**src/rtl/card_ident_pkg.sv**
```systemverilog
package card_ident_pkg;

    typedef enum logic [2:0] {
        ST_IDLE  = 3'd0,
        ST_READY = 3'd1,
        ST_IDENT = 3'd2,
        ST_STBY  = 3'd3,
        ST_XFER  = 3'd4,
        ST_BOOT  = 3'd5
    } card_state_e;

    localparam logic [5:0]  CMD_GO_IDLE = 6'd0;
    localparam logic [5:0]  CMD_SEND_OP = 6'd1;
    localparam logic [5:0]  CMD_ALL_CID = 6'd2;
    localparam logic [5:0]  CMD_SET_RCA = 6'd3;
    localparam logic [5:0]  CMD_SELECT  = 6'd7;

    localparam logic [31:0] OCR_BASE    = 32'h00FF_8080;
    localparam logic [31:0] BOOT_ARG    = 32'hFFFF_FFFA;
    localparam logic [15:0] RCA_DEFAULT = 16'h0001;

    // Outcome of one decision cycle
    typedef struct packed {
        card_state_e nstate;
        logic        respond;
        logic        illegal;
        logic        load_rca;
        logic        start_pwr;
        logic        clear_pwr;
        logic        mark_cmd1;
        logic [31:0] payload;
    } step_t;

    // State code placed in bits 11:9 of a status-type payload
    function automatic logic [31:0] status_word(input card_state_e s);
        return {20'b0, s, 9'b0};
    endfunction

endpackage

```
**src/rtl/cid_line_monitor.sv**
```systemverilog
module cid_line_monitor #(
    parameter int INIT_CYCLES = 74,
    parameter int BOOT_HOLD   = 16
) (
    input  logic clk,
    input  logic rst,
    input  logic cmd_line,
    output logic init_done,
    output logic hold_hit
);
    localparam int ONE_W = $clog2(INIT_CYCLES + 1);
    localparam int LOW_W = $clog2(BOOT_HOLD + 1);
    localparam logic [ONE_W-1:0] ONE_LAST = ONE_W'(INIT_CYCLES - 1);
    localparam logic [LOW_W-1:0] LOW_MAX  = LOW_W'(BOOT_HOLD);
    localparam logic [LOW_W-1:0] LOW_LAST = LOW_W'(BOOT_HOLD - 1);

    logic [ONE_W-1:0] ones_cnt;
    logic [LOW_W-1:0] low_cnt;

    // Consecutive ones before commands are honoured
    always_ff @(posedge clk) begin
        if (rst) begin
            ones_cnt  <= '0;
            init_done <= 1'b0;
        end else if (!init_done) begin
            if (!cmd_line)
                ones_cnt <= '0;
            else if (ones_cnt == ONE_LAST)
                init_done <= 1'b1;
            else
                ones_cnt <= ones_cnt + 1'b1;
        end
    end

    // Consecutive lows, saturating
    always_ff @(posedge clk) begin
        if (rst)
            low_cnt <= '0;
        else if (cmd_line)
            low_cnt <= '0;
        else if (low_cnt != LOW_MAX)
            low_cnt <= low_cnt + 1'b1;
    end

    assign hold_hit = !cmd_line && (low_cnt >= LOW_LAST);

endmodule

```
**src/rtl/cid_pwrup_timer.sv**
```systemverilog
module cid_pwrup_timer #(
    parameter int PWRUP_CYCLES = 1000
) (
    input  logic clk,
    input  logic rst,
    input  logic start,
    input  logic clear,
    output logic busy,
    output logic done
);
    localparam int CNT_W = $clog2(PWRUP_CYCLES + 1);
    localparam logic [CNT_W-1:0] CNT_LAST = CNT_W'(PWRUP_CYCLES - 1);

    logic [CNT_W-1:0] cnt;

    always_ff @(posedge clk) begin
        if (rst || clear) begin
            cnt  <= '0;
            busy <= 1'b0;
            done <= 1'b0;
        end else if (start && !busy && !done) begin
            cnt  <= '0;
            busy <= 1'b1;
        end else if (busy) begin
            if (cnt == CNT_LAST) begin
                busy <= 1'b0;
                done <= 1'b1;
            end else begin
                cnt <= cnt + 1'b1;
            end
        end
    end

endmodule

```
**src/rtl/card_ident_ctrl.sv**
```systemverilog
module card_ident_ctrl
    import card_ident_pkg::*;
#(
    parameter int INIT_CYCLES  = 74,
    parameter int PWRUP_CYCLES = 1000,
    parameter int BOOT_HOLD    = 16
) (
    input  logic        clk,
    input  logic        rst,
    input  logic        cmd_line,
    input  logic        cmd_valid,
    input  logic [5:0]  cmd_index,
    input  logic [31:0] cmd_arg,
    output logic        rsp_valid,
    output logic [31:0] rsp_payload,
    output logic [2:0]  card_state,
    output logic [15:0] rca,
    output logic        busy,
    output logic        boot_req,
    output logic        illegal_cmd
);
    card_state_e state;
    step_t       step;
    logic        init_done;
    logic        hold_hit;
    logic        pwr_busy;
    logic        pwr_done;
    logic        cmd1_seen;
    logic [15:0] arg_rca;

    assign arg_rca = cmd_arg[31:16];

    cid_line_monitor #(
        .INIT_CYCLES(INIT_CYCLES),
        .BOOT_HOLD  (BOOT_HOLD)
    ) u_line (
        .clk      (clk),
        .rst      (rst),
        .cmd_line (cmd_line),
        .init_done(init_done),
        .hold_hit (hold_hit)
    );

    cid_pwrup_timer #(
        .PWRUP_CYCLES(PWRUP_CYCLES)
    ) u_pwr (
        .clk  (clk),
        .rst  (rst),
        .start(step.start_pwr),
        .clear(step.clear_pwr),
        .busy (pwr_busy),
        .done (pwr_done)
    );

    // One decision per cycle; a command beats hold-low boot entry
    always_comb begin
        step.nstate    = state;
        step.respond   = 1'b0;
        step.illegal   = 1'b0;
        step.load_rca  = 1'b0;
        step.start_pwr = 1'b0;
        step.clear_pwr = 1'b0;
        step.mark_cmd1 = 1'b0;
        step.payload   = status_word(state);
        if (cmd_valid) begin
            if (!init_done) begin
                step.illegal = 1'b1;
            end else begin
                case (cmd_index)
                    CMD_GO_IDLE: begin
                        if (cmd_arg == 32'h0) begin
                            step.nstate    = ST_IDLE;
                            step.clear_pwr = 1'b1;
                        end else if (cmd_arg == BOOT_ARG && state == ST_IDLE && !cmd1_seen) begin
                            step.nstate = ST_BOOT;
                        end else begin
                            step.illegal = 1'b1;
                        end
                    end
                    CMD_SEND_OP: begin
                        if (state == ST_IDLE) begin
                            step.respond   = 1'b1;
                            step.mark_cmd1 = 1'b1;
                            step.payload   = OCR_BASE | {pwr_done, 31'b0};
                            step.start_pwr = !pwr_busy && !pwr_done;
                            if (pwr_done)
                                step.nstate = ST_READY;
                        end else begin
                            step.illegal = 1'b1;
                        end
                    end
                    CMD_ALL_CID: begin
                        if (state == ST_READY) begin
                            step.nstate  = ST_IDENT;
                            step.respond = 1'b1;
                        end else begin
                            step.illegal = 1'b1;
                        end
                    end
                    CMD_SET_RCA: begin
                        if (state == ST_IDENT && arg_rca != 16'h0) begin
                            step.nstate   = ST_STBY;
                            step.respond  = 1'b1;
                            step.load_rca = 1'b1;
                        end else begin
                            step.illegal = 1'b1;
                        end
                    end
                    CMD_SELECT: begin
                        if (state == ST_STBY) begin
                            if (arg_rca == rca) begin
                                step.nstate  = ST_XFER;
                                step.respond = 1'b1;
                            end
                        end else if (state == ST_XFER) begin
                            if (arg_rca == rca)
                                step.respond = 1'b1;
                            else
                                step.nstate = ST_STBY;
                        end else begin
                            step.illegal = 1'b1;
                        end
                    end
                    default: step.illegal = 1'b1;
                endcase
            end
        end else if (state == ST_IDLE && !cmd1_seen && hold_hit) begin
            step.nstate = ST_BOOT;
        end
    end

    always_ff @(posedge clk) begin
        if (rst) begin
            state       <= ST_IDLE;
            rca         <= RCA_DEFAULT;
            cmd1_seen   <= 1'b0;
            rsp_valid   <= 1'b0;
            rsp_payload <= '0;
            illegal_cmd <= 1'b0;
        end else begin
            state       <= step.nstate;
            rsp_valid   <= step.respond;
            illegal_cmd <= step.illegal;
            if (step.respond)
                rsp_payload <= step.payload;
            if (step.load_rca)
                rca <= arg_rca;
            if (step.clear_pwr) begin
                rca       <= RCA_DEFAULT;
                cmd1_seen <= 1'b0;
            end else if (step.mark_cmd1) begin
                cmd1_seen <= 1'b1;
            end
        end
    end

    assign card_state = state;
    assign busy       = pwr_busy;
    assign boot_req   = (state == ST_BOOT);

endmodule

```
**config.mk**
```make
export PLATFORM = sky130hd
export DESIGN_NAME = card_ident_ctrl
export DESIGN_NICKNAME = d
export VERILOG_FILES = /design/src/rtl/card_ident_pkg.sv /design/src/rtl/cid_line_monitor.sv /design/src/rtl/cid_pwrup_timer.sv /design/src/rtl/card_ident_ctrl.sv
export SDC_FILE = /design/constraint.sdc
export NUM_CORES = 1
export LEC_CHECK = 0
export ABC_AREA = 1
export BUFFER_PORTS_ARGS = -buffer_cell sky130_fd_sc_hd__buf_4
export CORE_ASPECT_RATIO = 0.5
export CORE_UTILIZATION = 38
export DETAILED_ROUTE_END_ITERATION = 7
export PLACE_DENSITY_LB_ADDON = 0.12
export SLEW_MARGIN = 0
export SYNTH_ARGS = -nofsm -noshare
export SYNTH_HDL_FRONTEND = slang
export SYNTH_SLANG_ARGS = --single-unit
```
**constraint.sdc**
```tcl
create_clock -name clk -period 2 [get_ports clk]
set_input_delay 0.2 -clock clk [delete_from_list [all_inputs] [get_ports clk]]
set_output_delay 0.2 -clock clk [all_outputs]
set_load 0.02 [all_outputs]
```
Word-level counts from Yosys, hierarchy flattened
Cells that the tools add are included.
- input bits: 42
- output and inout port bits: 55
- word-level logic and storage cells: 115
- bits in registers: 79
- mux-type cells: 43
- order comparisons: 1
- reductions and logical operators: 27
- add/subtract/negate cells: 3
- eq/ne operators: 25
- bitwise logic cells: 4
- operator list (cell ; count):
    $mux W33 ; 2
    $mux W38 ; 1
    $mux W36 ; 1
    $eq A32 B32 Y1 const B ; 1
    $logic_not A32 Y1 ; 1
    $mux W4 ; 7
    $mux W1 ; 21
    $mux W3 ; 6
    $eq A16 B16 Y1 ; 1
    $ne A4 B4 Y1 const B ; 4
    $reduce_bool A16 Y1 ; 1
    $pmux W3 S5 ; 1
    $mux W7 ; 2
    $eq A6 B2 Y1 const B ; 2
    $reduce_and A11 Y1 ; 1
    $add A10 B1 Y10 const B ; 1
    $eq A10 B10 Y1 const B ; 1
    $logic_and A1 B1 Y1 ; 9
    $ne A3 B3 Y1 const B ; 3
    $reduce_or A2 Y1 ; 4
    $add A7 B1 Y7 const B ; 1
    $eq A7 B7 Y1 const B ; 1
    $eq A3 B2 Y1 const B ; 2
    $eq A3 B3 Y1 const B ; 2
    other kinds (20) ; 27

Longest topological paths before layout
- depth after elaboration: 12
- mapped depth: 13
- gate-level depth less buffers: 13

By module
From an unflattened synthesis, not the netlist that was laid out.
- cells, all modules: 592
- area total of the unflattened synthesis: 3653.5 sq um
- modules (own cells, without submodules) (module ; seq. area each (sq um) ; area each (sq um) ; cells each ; instances):
    card_ident_ctrl ; 540.5 ; 2250.9 ; 392 ; 1
    cid_line_monitor ; 260.2 ; 708.2 ; 105 ; 1
    cid_pwrup_timer ; 240.2 ; 694.4 ; 95 ; 1

Worst setup path before layout
Ideal clock, no wire load.
- path kind: register to register
- start: register u_line.low_cnt[0]
- end: register state[1], in the netlist card_state[1]
- cell stages (with the launch flop): 9
- arrival time: 1536 ps
- setup slack: 349 ps
- period minus slack after synthesis: 1651 ps
- path through: dfxtp_1 -> ha_1 -> nand2_1 -> nor2_1 -> ha_1 -> o311ai_1 -> nand3_1 -> nand2_1 -> nor2_1
- word-level cells in the longest chain between the ends: 5
- RTL lines (what ; line ; text):
    from (decl) ; cid_line_monitor.sv:18 ; logic [LOW_W-1:0] low_cnt;
    from (signal assigned) ; cid_line_monitor.sv:42 ; low_cnt <= low_cnt + 1'b1;
    $ge A5 B4 Y1 ; cid_line_monitor.sv:45 ; assign hold_hit = !cmd_line && (low_cnt >= LOW_LAST);
    $logic_and A1 B1 Y1 ; cid_line_monitor.sv:45 ;
    $logic_and A1 B1 Y1 ; card_ident_ctrl.sv:127 ; end else if (state == ST_IDLE && !cmd1_seen && hold_hit) begin
    $reduce_bool A2 Y1 (no line) ; n/a ;
    $reduce_and A11 Y1 (no line) ; n/a ;
    to (signal assigned) ; card_ident_ctrl.sv:141 ; state <= step.nstate;
    to (decl) ; card_ident_ctrl.sv:22 ; card_state_e state;
Every way passes these cells.
A chain may end at the register's enable or synchronous reset.

Worst setup path after layout
- start: register state[1], in the netlist card_state[1]
- end: register rca[3]
- word-level cells in the longest chain between the ends: 6
- RTL lines (what ; line ; text):
    $eq A3 B2 Y1 ; card_ident_ctrl.sv:101 ; if (state == ST_IDENT && arg_rca != 16'h0) begin
    $logic_and A1 B1 Y1 ; card_ident_ctrl.sv:101 ;
    $mux W1 ; card_ident_ctrl.sv:101 ;
    $mux W1 ; card_ident_ctrl.sv:69 ; case (cmd_index)
    $mux W36 ; card_ident_ctrl.sv:66 ; if (!init_done) begin
    $mux W38 ; card_ident_ctrl.sv:65 ; if (cmd_valid) begin
    to (signal assigned) ; card_ident_ctrl.sv:147 ; rca <= arg_rca;
    to (decl) ; card_ident_ctrl.sv:17 ; output logic [15:0] rca,
Every way passes these cells.

==> out/metrics.cfg <==
[synth]
synth_top_area_share_pct = 31.4
yosys.area_share.simple_pct = 36.8
synth.distinct_cells = 34
synth-adder-area-share_pct = 2.26
synthXorXnorAreaFrac_pct = 2.64
yosys_register_bits = 52
synth_top_family_by_area = simple AND/OR/NAND/NOR gates
ys.warnings.count = 0
avgSynthCellArea_sq_um = 6.53
syn_inst = 508
synthTopCellsByArea = dfxtp_1, nand2_1, inv_1
synth_mux_area_share_pct = 0
synth_area_leader_cell = dfxtp_1
ys_seq_area_share_pct = 31.4
syn_area_sq_um = 3320
synth_compound_area_share_pct = 11.5

[timing]
slew-limit-headroom_pct = 61.4
tns_ps = 0
fmax_mhz = 583
finalHoldViolCount = 0
fin_ws_ps = 285
setup_viol = 0
timing.final.crit_share_pct = 85.8
slew_violations = 0
finClkSkew_ps = 3.40
fin_crit_ps = 1720
tightestPinTransition_ps = 579
rsz0062_at_grt = no

[power_and_ir_drop]
swShare_pct = 22.8
powerDensity_nw_per_um2 = 549
intPower_mw = 1.72
pwr-share-seq_pct = 46.9
p_total_mw = 2.23
p_leak_nw = 1.88
max-vdd-ir-drop_mv = 0.310
p_clk_share_pct = 43.1
p_comb_share_pct = 10.0
switching_power_uw = 508

[worst_setup_path]
r2r-start = card_state[1]
setup.worst_path.start_class = flip-flop
crit_arrival_ps = 1880
cp_slowest_stage_delay_ps = 450
crit_path_top_delay_cell = dfxtp_1
crit_fanout = 26
crit_path_end_kind = flip-flop
startpoint = card_state[1]
cpMostUsedCell = inv_2
path_cells = inv_2 > nor3_2 > nand3_2 > nor2_4 > inv_2 > o21ai_0 > a21oi_1
critical_path_required_ps = 2160
critPathKind = reg -> reg

[floorplanning]
die_h_um = 68.1
rows = 23
core_sq_um = 8230
fp.dieW_um = 134
dieArea_sq_um = 9130
ioPinCount = 97
initial_core_util_pct = 40.3

[global_routing]
grt_max_degree = 27
antenna_found_initial = 0
gr-total-overflow = 0
grt_first_pass_wirelength_um = 12000
grt_pass1_vias = 2700
grt_usage_pct = 16.5

[routing]
ant_nets = 0
drc = 0
vias = 3102
wl_um = 7310
post_drt_wl_per_cell_um = 10.5
drtPass1Iterations = 4
viasPerCell = 4.47
drtIter0Drc = 161

[placement]
place_congestion = 0.833
placed_cells = 686
port_buffers = 78
pre_cts_slack_ps = 280
dp_hpwl_um = 5800

[min_path]
min-delay-path-class = in -> reg
hp-start = rst

[finish]
nNetsFinal = 629
seqCellArea_sq_um = 1040
final_common_cell = nand2_1
mostFrequentLayoutCells = nand2_1, buf_4, inv_1, nor2_1, dfxtp_1
n_antenna_cell = 0
multi_input_area_sq_um = 1840
nFillCells = 845
drive_gt1_share_pct = 21.8
area_delta_synth_final_pct = 22.3
stdcell_count = 694

[clocking]
htree_levels = 2
cts_tree = built
clk_pin_slew_ps = 70
insertion_delay_ps = 290
cts.sinks = 52
cts_root_buffer = clkbuf_16
cts_setup_buffers = 0
cts_buffers = 5
cts_buffer_depth = 2
cts_hold_buf = 0
cts.repair.resized = 0

[run]
cap_violations = 0

[status]
outcome = finished clean

[power groups by stage]
stage	clock [mW]	sequential, mW	combinational, mW
finish	0.960	1.04	0.223
global route	1.04	1.04	0.250
CTS	1.00	1.04	0.224
detailed placement	0	1.07	0.223
global placement	0	1.07	0.222
floorplan	0	1.07	0.143
[worst paths after layout]
check                    end  slack, ps  depth (start not counted)
min          rsp_payload[23]        170                          2
min reg2reg  rsp_payload[31]        460                          2
max reg2reg           rca[3]        280                          7
max                   rca[3]        280                          7
[flip-flops by register name, indices dropped and copies added, names as in the netlist, 3 cells and up]
| signal | count |
|---|---|
| u_line.ones_cnt | 7 |
| rsp_payload | 5 |
| u_pwr.cnt | 10 |
| card_state | 3 |
| u_line.low_cnt | 5 |
| rca | 16 |
[worst max-delay path, delay by kind of cell, from the launching register on]
family                 cells  cell delay [ps]
AND/OR/NAND/NOR            3              590
flip-flops                 1              450
buffers and inverters      2              300
AO/OA/AOI/OAI              2              250
[cell type report]
| class | instances | share of cell area, % |
|---|---|---|
| inverters | 74 | 6.84 |
| clock inverters | 2 | 0.863 |
| well taps | 112 | 3.45 |
| repair buffers | 80 | 14.8 |
| clock buffers | 6 | 3.18 |
| multi-input cells | 368 | 45.2 |
| flip-flops and latches | 52 | 25.6 |
[cells by family (layout without fill, tap and decap cells)]
| logic type | Yosys count | in the layout |
|---|---|---|
| flops | 52 | 52 |
| fa+ha+maj | 6 | 6 |
| xor+xnor | 10 | 10 |
| compound gates | 70 | 70 |
| buf+inv | 105 | 162 |
| simple gates | 264 | 264 |
| other cells | 1 | 18 |
[cells in the mapped netlist]
cell type / instances
nand2_1: 120
inv_1: 65
nor2_1: 65
dfxtp_1: 52
a21oi_1: 37
buf_4: 29
o21ai_0: 20
nor3_1: 18
nand3_1: 16
nor2_2: 11
xor2_1: 10
inv_2: 8
nand3_2: 7
nand4_1: 7
ha_1: 6
o21ai_1: 6
nand2_2: 5
nand2_4: 3
nor4_1: 3
buf_2: 2
nor2_4: 2
nor3_2: 2
o21a_1: 2
or2_1: 2
a21boi_1: 1
a31oi_1: 1
a31oi_4: 1
clkinv_1: 1
conb_1: 1
nor2_8: 1
nor3b_1: 1
nor4b_1: 1
o311ai_1: 1
o32ai_1: 1
[through the flow]
| stage | hold slack (ps) | area, sq um | util, % |
|---|---|---|---|
| 2_1_floorplan | 323 | 3380 | - |
| 3_3_place_gp | 451 | 3890 | 47.3 |
| 3_5_place_dp | 457 | 3890 | 47.3 |
| 4_1_cts | 162 | 4060 | 49.3 |
| 5_1_grt | 175 | 4060 | 49.3 |
| 6_report | 173 | 4060 | 49.3 |
[per-layer routing]
metal  global-route usage, %  routed length (um)
met5                       0                   0
met2                    27.3                3110
met3                    4.15                 398
met1                    22.0                3740
met4                    3.37                  62
(Power assumes the default switching activity.)
